File: src/rtl/ovg_pkg.sv
package ovg_pkg;

  localparam int ADDR_W = 3;

  typedef enum logic [ADDR_W-1:0] {
    A_CFG  = 3'd0,
    A_TIME = 3'd1,
    A_CLR  = 3'd2,
    A_ARM  = 3'd3,
    A_BIAS = 3'd4,
    A_MASK = 3'd5
  } ovg_addr_e;

  typedef struct packed {
    logic enable;
    logic below;
  } ovl_mode_t;

endpackage

File: src/rtl/ovg_level_cmp.sv
module ovg_level_cmp
  import ovg_pkg::*;
#(
  parameter int NCH = 4,
  parameter int SW  = 14
) (
  input  logic [NCH*SW-1:0] samples,
  input  logic [SW-1:0]     level,
  input  ovl_mode_t         mode,
  input  logic [NCH-1:0]    mask,
  output logic              beyond_any
);

  logic [NCH-1:0] beyond;

  for (genvar i = 0; i < NCH; i++) begin : g_ch
    logic [SW-1:0] smp;
    assign smp = samples[i*SW +: SW];
    always_comb begin
      if (mode.below) beyond[i] = mask[i] && (smp < level);
      else            beyond[i] = mask[i] && (smp > level);
    end
  end

  assign beyond_any = mode.enable && (|beyond);

endmodule

File: src/rtl/ovg_duration.sv
module ovg_duration #(
  parameter int TW = 16
) (
  input  logic          clk,
  input  logic          rst_n,
  input  logic          det_en,
  input  logic          viol,
  input  logic          tick,
  input  logic [TW-1:0] limit,
  input  logic          clr,
  output logic          trip
);

  logic [TW-1:0] cnt;
  logic          hit;
  logic          seen;

  assign seen = hit || viol;
  assign trip = viol && (cnt >= limit);

  always_ff @(posedge clk) begin
    if (!rst_n || clr || !det_en) begin
      cnt <= '0;
      hit <= 1'b0;
    end else if (tick) begin
      hit <= 1'b0;
      if (seen) cnt <= (cnt != '1) ? cnt + 1'b1 : cnt;
      else      cnt <= '0;
    end else if (viol) begin
      hit <= 1'b1;
    end
  end

endmodule

File: src/rtl/ovg_bias_ctrl.sv
module ovg_bias_ctrl #(
  parameter int          DW       = 16,
  parameter logic [DW-1:0] ARM_CODE = 16'hB1A5
) (
  input  logic          clk,
  input  logic          rst_n,
  input  logic          arm_we,
  input  logic [DW-1:0] arm_data,
  input  logic          cmd_we,
  input  logic          cmd_on,
  input  logic          clr,
  input  logic          trip,
  output logic          bias_en,
  output logic          ovl_flag
);

  logic armed;

  always_ff @(posedge clk) begin
    if (!rst_n) begin
      armed    <= 1'b0;
      bias_en  <= 1'b0;
      ovl_flag <= 1'b0;
    end else begin
      if (clr)         armed <= 1'b0;
      else if (arm_we) armed <= (arm_data == ARM_CODE);

      if (trip)     ovl_flag <= 1'b1;
      else if (clr) ovl_flag <= 1'b0;

      if (trip)        bias_en <= 1'b0;
      else if (cmd_we) bias_en <= cmd_on && armed && !ovl_flag;
    end
  end

endmodule

File: src/rtl/bias_overload_guard.sv
module bias_overload_guard
  import ovg_pkg::*;
#(
  parameter int            NCH      = 4,
  parameter int            SW       = 14,
  parameter int            TW       = 16,
  parameter int            DW       = 16,
  parameter logic [DW-1:0] ARM_CODE = 16'hB1A5
) (
  input  logic              clk,
  input  logic              rst_n,
  input  logic              tick,
  input  logic              s_valid,
  output logic              s_ready,
  input  logic [NCH*SW-1:0] s_data,
  input  logic              cfg_we,
  input  logic [ADDR_W-1:0] cfg_addr,
  input  logic [DW-1:0]     cfg_wdata,
  output logic              bias_en,
  output logic              ovl_flag,
  output logic              ovl_led
);

  localparam int POL_BIT = SW;
  localparam int EN_BIT  = SW + 1;

  ovg_addr_e      addr;
  logic [SW-1:0]  level_q;
  ovl_mode_t      mode_q;
  logic [TW-1:0]  limit_q;
  logic [NCH-1:0] mask_q;
  logic           ready_q;
  logic           beat;
  logic           beyond_any;
  logic           viol;
  logic           trip;
  logic           clr;

  assign addr    = ovg_addr_e'(cfg_addr);
  assign clr     = cfg_we && (addr == A_CLR);
  assign s_ready = ready_q;
  assign beat    = s_valid && ready_q;
  assign viol    = beat && beyond_any;

  always_ff @(posedge clk) begin
    if (!rst_n) begin
      ready_q <= 1'b0;
      level_q <= '0;
      mode_q  <= '0;
      limit_q <= '0;
      mask_q  <= '1;
    end else begin
      ready_q <= 1'b1;
      if (cfg_we) begin
        unique case (addr)
          A_CFG: begin
            level_q       <= cfg_wdata[SW-1:0];
            mode_q.below  <= cfg_wdata[POL_BIT];
            mode_q.enable <= cfg_wdata[EN_BIT];
          end
          A_TIME:  limit_q <= cfg_wdata[TW-1:0];
          A_MASK:  mask_q  <= cfg_wdata[NCH-1:0];
          default: ;
        endcase
      end
    end
  end

  ovg_level_cmp #(.NCH(NCH), .SW(SW)) u_cmp (
    .samples    (s_data),
    .level      (level_q),
    .mode       (mode_q),
    .mask       (mask_q),
    .beyond_any (beyond_any)
  );

  ovg_duration #(.TW(TW)) u_dur (
    .clk    (clk),
    .rst_n  (rst_n),
    .det_en (mode_q.enable),
    .viol   (viol),
    .tick   (tick),
    .limit  (limit_q),
    .clr    (clr),
    .trip   (trip)
  );

  ovg_bias_ctrl #(.DW(DW), .ARM_CODE(ARM_CODE)) u_bias (
    .clk      (clk),
    .rst_n    (rst_n),
    .arm_we   (cfg_we && (addr == A_ARM)),
    .arm_data (cfg_wdata),
    .cmd_we   (cfg_we && (addr == A_BIAS)),
    .cmd_on   (cfg_wdata[0]),
    .clr      (clr),
    .trip     (trip),
    .bias_en  (bias_en),
    .ovl_flag (ovl_flag)
  );

  assign ovl_led = ovl_flag;

endmodule

File: config.mk
export PLATFORM = sky130hd
export DESIGN_NAME = bias_overload_guard
export DESIGN_NICKNAME = d
export VERILOG_FILES = /design/src/rtl/ovg_pkg.sv /design/src/rtl/ovg_level_cmp.sv /design/src/rtl/ovg_duration.sv /design/src/rtl/ovg_bias_ctrl.sv /design/src/rtl/bias_overload_guard.sv
export SDC_FILE = /design/constraint.sdc
export NUM_CORES = 1
export LEC_CHECK = 0
export BUFFER_PORTS_ARGS = -buffer_cell sky130_fd_sc_hd__buf_2
export CAP_MARGIN = 15
export CORE_MARGIN = 2
export CORE_UTILIZATION = 44
export DETAILED_ROUTE_END_ITERATION = 8
export PLACE_DENSITY = 0.66
export SYNTH_ARGS = -nofsm -noshare
export SYNTH_HDL_FRONTEND = slang
export SYNTH_HIERARCHICAL = 1
export SYNTH_SLANG_ARGS = --single-unit
File: constraint.sdc
create_clock -name clk -period 3.4 [get_ports clk]
set_clock_uncertainty 0.2 [all_clocks]
set_input_delay 0.17 -clock clk [delete_from_list [all_inputs] [get_ports clk]]
set_output_delay 0.17 -clock clk [all_outputs]
set_load 0.02 [all_outputs]
After elaboration in Yosys (flattened, before gate mapping)

Cells that the tools add are included.

Bits in registers: 57
Latch bits: 0
Memory bits (writable): 0
Bits in read-only memories: 0
Input bits: 80
Output and inout port bits: 4
Memories kept: 0

Add/subtract/negate cells: 1
Multipliers: 0
Divide/modulo/power cells: 0
$lt $le $gt $ge: 9
Equal/unequal tests: 8
Shift operators: 0
Multiplexer cells: 9
Bitwise logic cells: 1
Reductions and logical operators: 33

Operator list:

| kind                    | number |
|---|---|
| $gt A14 B14 Y1          | 4 |
| $lt A14 B14 Y1          | 4 |
| $mux W16                | 2 |
| $logic_and A1 B1 Y1     | 17 |
| $add A16 B1 Y16 const B | 1 |
| $eq A16 B16 Y1 const B  | 1 |
| $ge A16 B16 Y1          | 1 |
| $ne A16 B16 Y1 const B  | 1 |
| $reduce_and A2 Y1       | 4 |
| $mux W1                 | 7 |
| $eq A3 B2 Y1 const B    | 2 |
| $eq A3 B3 Y1 const B    | 2 |
| $reduce_or A2 Y1        | 3 |
| $reduce_or A4 Y1        | 1 |
| $eq A3 B1 Y1 const B    | 1 |
| $logic_not A1 Y1        | 3 |
| $logic_not A3 Y1        | 1 |
| $logic_or A1 B1 Y1      | 3 |
| $ne A2 B2 Y1 const B    | 1 |
| $reduce_bool A2 Y1      | 1 |
| $not A1 Y1              | 1 |

Logic depth before layout (Yosys ltp)

Gate-level depths: netlist (run 1).

Depth in word-level cells: 9
Depth in mapped cells: 15
Mapped depth without buffers: 14

By module

Netlist (run 1), hierarchy kept.

By module, submodules not included:

| module              | times used | cells each | area an instance (um^2) |
|---|---|---|---|
| bias_overload_guard | 1          | 149        | 1476.4 |
| ovg_level_cmp       | 1          | 170        | 1375.1 |
| ovg_duration        | 1          | 177        | 1347.5 |
| ovg_bias_ctrl       | 1          | 17         | 170.2 |

Worst setup path before layout (run 1)

No wires, ideal clock.

Path type: register -> register
Start: register level_q[13]
End: register u_dur.cnt[15]
Setup time: 71 ps
Arrival time: 2848 ps
Data required time: 3129 ps
Setup slack: 281 ps
Cell stages (with the launch flop): 13
Path through: dfxtp_1 > inv_1 > ha_1 > nand4_1 > o41ai_1 > mux2i_1 > o41a_1 > and3_1 > nor2_1 > or4_4 > o21ai_4 > or4_1 > a21oi_1

Cells in the longest elaborated chain, start to end: 9
Elaborated cells on any way between the ends: 27
Classes of those cells: 8 x order compare; 1 x eq/ne; 5 x mux; 13 x reduce/logical

Ends and longest elaborated chain:

| item                                             | line                                     | source |
|---|---|---|
| start: declaration                               | bias_overload_guard.sv:28                | `logic [SW-1:0] level_q;` |
| start signal: assignment                         | bias_overload_guard.sv:57                | `level_q <= cfg_wdata[SW-1:0];` |
| $gt A14 B14 Y1 or $lt A14 B14 Y1 (tied branches) | ovg_level_cmp.sv:21, ovg_level_cmp.sv:20 |  |
| $logic_and A1 B1 Y1 (on tied branches)           | ovg_level_cmp.sv:21, ovg_level_cmp.sv:20 |  |
| $mux W1                                          | ovg_level_cmp.sv:20                      | `if (mode.below) beyond[i] = mask[i] && (smp < level);` |
| $reduce_or A4 Y1 (*)                             | ovg_level_cmp.sv:25                      | `assign beyond_any = mode.enable && (\|beyond);` |
| $logic_and A1 B1 Y1 (*)                          | ovg_level_cmp.sv:25                      |  |
| named net beyond_any                             | bias_overload_guard.sv:34                | `logic beyond_any;` |
| $logic_and A1 B1 Y1 (*)                          | bias_overload_guard.sv:43                | `assign viol = beat && beyond_any;` |
| named net viol                                   | bias_overload_guard.sv:35                | `logic viol;` |
| $logic_or A1 B1 Y1 (*)                           | ovg_duration.sv:18                       | `assign seen = hit \|\| viol;` |
| $ne A2 B2 Y1 (no line)                           | n/a                                      |  |
| $reduce_and A2 Y1 (no line)                      | n/a                                      |  |
| end signal: assignment                           | ovg_duration.sv:27                       | `if (seen) cnt <= (cnt != '1) ? cnt + 1'b1 : cnt;` |
| end: declaration                                 | ovg_duration.sv:14                       | `logic [TW-1:0] cnt;` |

The timed path passes the listed nets; every way through them passes the cells marked *.
A chain may end at the register's enable or synchronous reset.

Final worst setup path (run 1)

Start: register level_q[3]
End: register u_dur.cnt[15]

The elaborated chain is that of the path after synthesis.

==> results.yml, run 1 <==
status:
  status: "finished, final reports clean"
sta:
  post-route-period-util: 0.973
  hold_viol_final: 0
  finalWorstSetupSlack_ns: 0.0926
  rsz0062_at_grt: "yes"
  min_period_ns: 3.31
  finalSetupViolCount: 0
  slew_violations: 0
  worst_pin_slew_ns: 0.925
  maxSlewHeadroom: 0.383
  fmax_mhz: 302
  tns_ns: 0
  whs_ns: 0.0971
clocking:
  cts.clk_slew.worst_paths_ns: 0.06
  cts_tree: "yes"
  htree_num_levels: 3
  clock_latency_ns: 0.33
  cts_buffers: 9
  clock_sinks: 57
  cts_buffer_depth: 2
  clock-root-buffer: "clkbuf_8"
floorplanning:
  rows: 36
  dieArea_um2: 10700
  core_area_um2: 9680
  initial_utilization: 0.451
  pin_count: 84
  die_y_um: 104
  die_w_um: 104
pwr:
  finalPower_w: 0.00172
  seqPwrFrac: 0.400
  p_per_area_nw_per_um2: 296
  swShare: 0.254
  comb_power_share: 0.191
  power_frac_clock: 0.409
  p_leak_nw: 2.36
  p_switching_w: 0.000435
  p_int_w: 0.00128
  ir_drop_mv: 0.193
setup_path:
  cp_cell_sequence: "inv_4 -> ha_4 -> nand4_1 -> buf_4 -> o41ai_2 -> mux2i_1 -> o41a_1 -> and3_4 -> nor2_4 -> or4_4 -> o21ai_4 -> or4_4 -> a21oi_2"
  end_kind: "flop"
  crit_arrival_ns: 3.36
  cp_max_fo: 4
  slowest_stage: "or4_4"
  cp-start-kind: "flop"
  critPathRequiredTime_ns: 3.45
  cpMostUsedCell: "or4_4"
  path_class: "reg -> reg"
  critPathMaxStageDelay_ns: 0.49
global_routing:
  grt_pass1_wl_mm: 19.0
  grt_antenna_before_repair: 0
  grt.overflow.total: 0
  grt_max_degree: 62
  grt_pass1_vias: 4086
  grt_usage: 0.214
final_layout:
  fill_cells: 830
  drive_gt1_frac: 0.328
  area.growth.synth_to_final_pct: 32.8
  insertedDiodeCount: 0
  seq_area_um2: 1150
  multi_input_area_um2: 3360
  stdcell_count: 762
  final_cell_mix: "buf_2, nand2_1, ha_1"
  final_nets: 777
  layout_commonest_cell: "buf_2"
worst_hold_path:
  min-delay-path-class: "in -> reg"
detailed_routing:
  drt_wl_total_mm: 11.8
  postRouteAntennaNets: 0
  drc: 0
  wl_per_cell_um: 15.4
  first_iter_violations: 180
  firstDrtPassIters: 4
  num_vias: 4166
  vias_per_cell: 5.47
synth:
  ys.flop_type: "dfxtp_1"
  yosys.area.top_type_share: 0.261
  syn-mean-instance-area_um2: 8.52
  syn_nets: 666
  syn_inst: 513
  synth_seq_cells: 57
  synth_edf_count: 0
  synthArstFlopShare: 0
  syn_area_um2: 4370
  yosys_warnings: 6
  yosys.area.top_type: "dfxtp_1"
  yosys-top-cells-area: "dfxtp_1, ha_1, mux2i_1, nand2_1, a21oi_1"
  yosysUniqueCellTypes: 53
  ys_seq_area_frac: 0.261
run:
  drv_cap: 0
placed_design:
  place_congestion: 0.907
  pre_cts_slack_ns: -0.0954
  hpwl_mm: 8.70
  port_buffers: 83
  dp_cells: 720
synthesized netlist by cell type (2+ instances only):
cell,count
clkbuf_1,9
nor3_1,6
a211oi_1,4
nand3_1,11
o21ai_0,14
nor2b_1,14
or4_1,2
and4bb_1,3
o41ai_1,6
mux2i_1,40
a21o_1,5
a41oi_1,2
o211ai_1,4
inv_1,41
and3_1,3
and4b_1,3
ha_1,73
o21a_1,2
and4bb_2,2
o221ai_2,2
o31ai_1,2
buf_4,2
dfxtp_1,57
a21oi_1,44
a31oi_1,5
nand4_1,17
nor2_1,19
o221ai_1,2
buf_2,3
buf_6,3
nor3_2,3
a211oi_2,3
nand2_1,81
a21oi_2,7
layer usage:
layer | wire, µm | GRT usage
met5 | 0 | 0
met4 | 308 | 0.0753
met3 | 696 | 0.0472
met2 | 5700 | 0.367
met1 | 5060 | 0.264
power groups by stage:
stage / Combinational [W] / Sequential, W / Clock, W
finish: 0.000328 / 0.000687 / 0.000702
global route: 0.000364 / 0.000687 / 0.000747
CTS: 0.000282 / 0.000685 / 0.000718
detailed placement: 0.000259 / 0.000700 / 0
global placement: 0.000249 / 0.000700 / 0
floorplan: 0.000161 / 0.000699 / 0
final timing paths:
check,start,end,slack [ns],depth (start not counted)
worst max register to register,level_q[3],u_dur/cnt[15],0.09,13
worst min-delay path,cfg_we,u_bias/armed,0.1,3
worst max-delay path,level_q[3],u_dur/cnt[15],0.09,13
worst min register to register,limit_q[14],limit_q[14],0.26,2
sequential cells by signal, summed over array words and instances, names as in the netlist:
name,count
u_dur/cnt,16
limit_q,16
mode_q,2
u_bias/armed,1
u_bias/bias_en,1
s_ready,1
level_q,14
mask_q,4
u_bias/ovl_flag,1
u_dur/hit,1
layout make-up:
cell class                 count  share of cell area
clock buffer                  15              0.0339
timing repair buffer         118               0.126
clock inverter                 1             0.00518
tap                          133              0.0287
sequential                    57               0.199
multi-input combinational    397               0.579
inverter                      41              0.0296
worst max-delay path: cells and delay by family, from the launching register on:
family          cells  cell delay [ns]
compound gates      4             0.94
simple gates        5             1.09
buf+inv             2             0.24
flops               1             0.36
fa+ha+maj           1             0.27
mux                 1             0.14
timing repair:
item / 4_1_cts / 5_1_grt
pin swaps: 4 / 23
setup endpoints to repair: 14 / 16
gates cloned: 1 / 0
resized for setup: 9 / 73
buffers inserted: 0 / 8
hold buffers: 17 / 0
endpoints found under the hold margin: 37 / 0
per-stage QoR:
step,area [µm²],util
2_1_floorplan,4370,-
3_3_place_gp,4920,0.508
3_5_place_dp,4920,0.508
4_1_cts,5370,0.555
5_1_grt,5800,0.599
6_report,5800,0.599
cells by family after synthesis:
group / after synthesis / share of synthesized area
and+or+nand+nor: 179 / 0.215
AOI/OAI and AO/OA: 105 / 0.161
adders and majority gates: 73 / 0.209
buffers and inverters: 59 / 0.0621
DFF: 57 / 0.261
muxes: 40 / 0.0916
Note: power is estimated with default switching activity, not from simulation.
==> run 2: changes to the inputs <==
RECOVER_POWER = 25   (was unset)
clock period = 3.6 ns   (was 3.4 ns; I/O delays follow)
==> results.yml, run 2 (synthesized netlist as in run 1, its figures left out) <==
status:
  status: "complete, but fails checks"
  violations: "capacitance limit, slew limit"
pwr:
  finalPower_w: 0.00145
  swShare: 0.273
  power_frac_clock: 0.370
  p_per_area_nw_per_um2: 275
  p_switching_w: 0.000395
  p_leak_nw: 2.22
  comb_power_share: 0.184
  seqPwrFrac: 0.447
  ir_drop_mv: 0.212
  p_int_w: 0.00105
setup_path:
  critPathMaxStageDelay_ns: 0.53
  r2r-start: "level_q[5]"
  crit_arrival_ns: 3.48
  path_class: "reg -> reg"
  startpoint: "level_q[5]"
  rrSetupSlack_ns: 0.18
  worst_r2r_path_depth: 14
  critPathRequiredTime_ns: 3.65
  cp_cell_sequence: "inv_2 -> ha_1 -> a21oi_1 -> o221ai_2 -> a211oi_2 -> mux2i_1 -> o41a_1 -> and3_4 -> nor2_1 -> or4_4 -> o21ai_4 -> buf_6 -> o21ai_0 -> a21oi_1"
  cp-endpoint: "u_dur/cnt[3]"
  critical_path_buf_inv_count: 2
  cpMostUsedCell: "a21oi_1"
  cp_top_family: "compound AO/OA/AOI/OAI gates"
  end_kind: "flop"
  r2r_end: "u_dur/cnt[3]"
  cp_max_fo: 9
  cp.depth: 14
  slowest_stage: "or4_4"
  cp-start-kind: "flop"
final_layout:
  top_regs: "limit_q: 16 flops, u_dur/cnt: 16 flops, level_q: 14 flops"
  layout_commonest_cell: "buf_2"
  insertedDiodeCount: 0
  final_nets: 765
  drive_gt1_frac: 0.224
  fill_cells: 894
  final_cell_mix: "buf_2, nand2_1, ha_1"
  fin_util: 0.545
  area.growth.synth_to_final_pct: 20.8
placed_design:
  place_congestion: 0.961
  hpwl_mm: 8.76
  port_buffers: 83
detailed_routing:
  wl_met3_um: 465
  first_iter_violations: 162
  wl_per_cell_um: 15.0
  drt_wl_total_mm: 11.2
  wl_met2_mm: 5.48
  topRoutingLayerUsed: "met4"
  firstDrtPassIters: 4
  vias_per_cell: 5.33
  met1_length_mm: 5.06
  postRouteAntennaNets: 0
  num_vias: 3999
  drc: 0
sta:
  fmax_mhz: 292
  tns_ns: 0
  maxSlewHeadroom: -0.557
  min_period_ns: 3.42
  post-route-period-util: 0.951
  hold_viol_final: 0
  worst_pin_slew_ns: 2.34
  slew_violations: 62
  finalSetupViolCount: 0
floorplanning:
  core_area_um2: 9680
  rows: 36
  die_w_um: 104
  dieArea_um2: 10700
  die_y_um: 104
  pin_count: 84
  initial_utilization: 0.451
clocking:
  clock-root-buffer: "clkbuf_8"
  clock_latency_ns: 0.34
  cts_buffer_depth: 2
  cts.clk_slew.worst_paths_ns: 0.06
  cts_buffers: 9
  htree_num_levels: 3
  cts_tree: "yes"
  clock_sinks: 57
global_routing:
  grt_pass1_wl_mm: 18.6
  grt_usage: 0.210
  grt.overflow.total: 0
  grt_pass1_vias: 3888
  grt_max_degree: 62
  grt_antenna_before_repair: 0
worst_hold_path:
  min-delay-path-class: "in -> reg"
run:
  drv_cap: 1
run 2: timing repair:
action                                  in CTS  in global routing
endpoints found under the setup margin       0                 16
buffers inserted                             0                  1
hold buffers                                16                  0
endpoints found under the hold margin       36                  0
resized for setup                            0                 14
run 2: power by group through the flow:
| stage | Clock (W) | Combinational (W) | Sequential, W |
|---|---|---|---|
| 2_1_floorplan | 0 | 0.000152 | 0.000660 |
| 3_5_place_dp | 0 | 0.000245 | 0.000661 |
| 5_1_grt | 0.000573 | 0.000298 | 0.000648 |
| 6_report | 0.000536 | 0.000266 | 0.000647 |
| 3_3_place_gp | 0 | 0.000238 | 0.000661 |
| 4_1_cts | 0.000546 | 0.000259 | 0.000647 |
run 2: cell type report:
type	count	area, µm²	area share
clock buffers	13	159	0.0301
well taps	133	166	0.0315
inverters	41	154	0.0292
clock inverters	3	15.0	0.00284
multi-input cells	397	3020	0.571
flip-flops and latches	57	1140	0.216
repair buffers	106	627	0.119
run 2: worst min path at each step:
| stage | startpoint | to | slack [ns] | depth (start not counted) |
|---|---|---|---|---|
| 2_1_floorplan | rst_n | s_ready | 0.008 | 0 |
| 3_3_place_gp | limit_q[13] | limit_q[13] | 0.25 | 2 |
| 3_5_place_dp | limit_q[9] | limit_q[9] | 0.25 | 2 |
| 4_1_cts | tick | u_dur/hit | 0.01 | 2 |
| 5_1_grt | tick | u_dur/hit | 0.03 | 2 |
| 6_report | tick | u_dur/hit | 0.03 | 2 |
run 2: per-layer routing:
metal,GRT usage,vias to the layer above
met5,0,-
met4,0.0801,0
met3,0.0346,18
met2,0.355,104
met1,0.269,1816
li1,-,2061
run 2: through the flow:
stage | instance area [µm²] | cells | hold WS (ns) | worst slack (ns)
after floorplan | 4370 | 513 | 0.00772 | 0.481
after global placement | 4890 | 717 | 0.245 | 0.147
after detailed placement | 4890 | 717 | 0.250 | 0.111
after CTS | 5230 | 749 | 0.0118 | 0.0794
after global routing | 5280 | 750 | 0.0253 | -0.0168
final | 5280 | 750 | 0.0276 | 0.178
==> run 3: changes to the inputs <==
ABC_AREA = 1   (was unset)
CAP_MARGIN = 20   (was 15)
PLACE_DENSITY = 0.65   (was 0.66)
==> results.yml, run 3 <==
synth:
  synth_seq_cells: 57
  synth_most_common_cell: "nand2_1"
  yosys-top-cells-area: "dfxtp_1, ha_1, nand2_1, inv_1, nor2_1"
  yosys.area.top_type_share: 0.240
  yosysUniqueCellTypes: 31
  syn_inst: 750
  syn_area_um2: 4750
  yosys_warnings: 6
  ys.flop_type: "dfxtp_1"
  syn_nets: 903
  ys_seq_area_frac: 0.240
  synth_edf_count: 0
  yosys.area.top_type: "dfxtp_1"
  synth_common_cells: "nand2_1, inv_1, nor2_1"
  synthArstFlopShare: 0
  syn-mean-instance-area_um2: 6.33
final_layout:
  final_nets: 995
  top_regs: "limit_q: 16 flops, u_dur/cnt: 16 flops, level_q: 14 flops"
  area.growth.synth_to_final_pct: 17.0
  fin_util: 0.533
  final_cell_mix: "nand2_1, inv_1, nor2_1"
  layout_commonest_cell: "nand2_1"
  insertedDiodeCount: 0
  drive_gt1_frac: 0.155
run:
  drv_cap: 1
global_routing:
  grt_pass1_vias: 4434
  grt_antenna_before_repair: 0
  grt_pass1_wl_mm: 19.7
  grt_max_degree: 40
  grt_usage: 0.210
  grt.overflow.total: 0
clocking:
  clock_latency_ns: 0.33
  cts_buffer_depth: 2
  cts.clk_slew.worst_paths_ns: 0.07
  clock-root-buffer: "clkbuf_8"
  htree_num_levels: 3
  cts_tree: "yes"
  clock_sinks: 57
  cts_buffers: 9
sta:
  whs_ns: 0.0111
  finalSetupViolCount: 0
  min_period_ns: 3.28
  hold_viol_final: 0
  tns_ns: 0
  fmax_mhz: 305
  worst_pin_slew_ns: 1.56
  slew_violations: 40
  post-route-period-util: 0.910
  maxSlewHeadroom: -0.0384
detailed_routing:
  drc: 0
  drt_wl_total_mm: 11.6
  num_vias: 4698
  wl_per_cell_um: 11.8
  first_iter_violations: 229
  vias_per_cell: 4.78
  firstDrtPassIters: 5
  postRouteAntennaNets: 0
pwr:
  ir_drop_mv: 0.176
  finalPower_w: 0.00151
  p_leak_nw: 2.83
  p_per_area_nw_per_um2: 272
status:
  status: "complete, but fails checks"
  violations: "capacitance limit, slew limit"
placed_design:
  port_buffers: 83
  place_congestion: 0.872
  hpwl_mm: 9.41
floorplanning:
  initial_utilization: 0.456
  dieArea_um2: 11600
  rows: 37
  die_w_um: 108
  core_area_um2: 10400
  pin_count: 84
  die_y_um: 108
setup_path:
  path_class: "reg -> reg"
  critPathRequiredTime_ns: 3.63
  crit_arrival_ns: 3.30
  end_kind: "flop"
  cp-start-kind: "flop"
  cp_max_fo: 8
worst_hold_path:
  min-delay-path-class: "in -> reg"
## run 3: changes by cell type in the layout (fill, tap and decap cells not counted), sizes merged, moves of 8 or more
cell         change
nand2          +138
nor2           +107
inv             +83
nand3           +53
mux2i           -40
a21oi           -17
nor2b           -14
dlygate4sd3      -9
nor3             -8
## run 3: what timing repair did
action                                 in CTS  in global routing
setup endpoints to repair                   0                 12
buffers inserted                            0                  2
endpoints found under the hold margin       8                  0
resized for setup                           0                  4
hold buffers                                7                  0
## run 3: kinds of logic (layout without fill, tap and decap cells)
| group | Yosys count | after routing | share of synthesized area |
|---|---|---|---|
| buf+inv | 138 | 234 | 0.115 |
| fa+ha+maj | 73 | 73 | 0.192 |
| compound gates | 55 | 55 | 0.0653 |
| xor+xnor | 1 | 1 | 0.00184 |
| simple gates | 426 | 426 | 0.386 |
| flops | 57 | 57 | 0.240 |
## run 3: path summary, 6_finish.rpt
check                startpoint             to  slack, ns  depth (start not counted)
setup / recovery    level_q[11]  u_dur/cnt[10]       0.32                         24
hold / removal    cfg_wdata[11]    level_q[11]       0.01                          5
setup reg to reg    level_q[11]  u_dur/cnt[10]       0.32                         24
hold reg to reg       mask_q[2]      mask_q[2]       0.26                          2
## run 3: power breakdown
| part | leakage, nW | internal (W) | switching (W) | total, W |
|---|---|---|---|---|
| Sequential | 0.462 | 0.000646 | 0.00000860 | 0.000655 |
| Clock | 0.0980 | 0.000299 | 0.000248 | 0.000546 |
| Combinational | 2.27 | 0.000129 | 0.000178 | 0.000307 |
| Total | 2.83 | 0.00107 | 0.000435 | 0.00151 |
## run 3: metrics by stage
step	area, µm²	setup WS, ns	instances
2_1_floorplan	4750	0.858	750
3_3_place_gp	5280	0.352	958
3_5_place_dp	5280	0.310	958
4_1_cts	5530	0.283	980
5_1_grt	5560	-0.00312	982
6_report	5560	0.324	982
## run 3: critical path: stages, from the launching register on
cell	delay (ns)
dfxtp_1	0.33
inv_1	0.10
ha_1	0.31
nand2_1	0.06
nor2_2	0.15
inv_1	0.09
nor2_4	0.13
nand2_1	0.06
nand2_1	0.07
a21boi_0	0.08
nand2_1	0.07
nand2_1	0.05
nor2_1	0.14
nor2_1	0.07
and3_1	0.22
nor2_4	0.20
inv_1	0.11
nand3_2	0.11
inv_1	0.08
nand2_4	0.13
nand2_8	0.09
nand2_4	0.11
clkinv_4	0.08
nand2_1	0.06
nand2_1	0.05
## run 3: metal layers
metal  global-route usage  wire length, µm
met1                0.283             5890
met2                0.344             5070
met3               0.0430              518
met4               0.0495              122
met5                    0                0
## run 3: cell type report
class                   count  area, µm²
clock buffers              12        165
flip-flops and latches     57       1140
inverters                 125        474
fillers                  1073       4860
well taps                 136        170
repair buffers             94        510
clock inverters             3       15.0
multi-input cells         555       3080
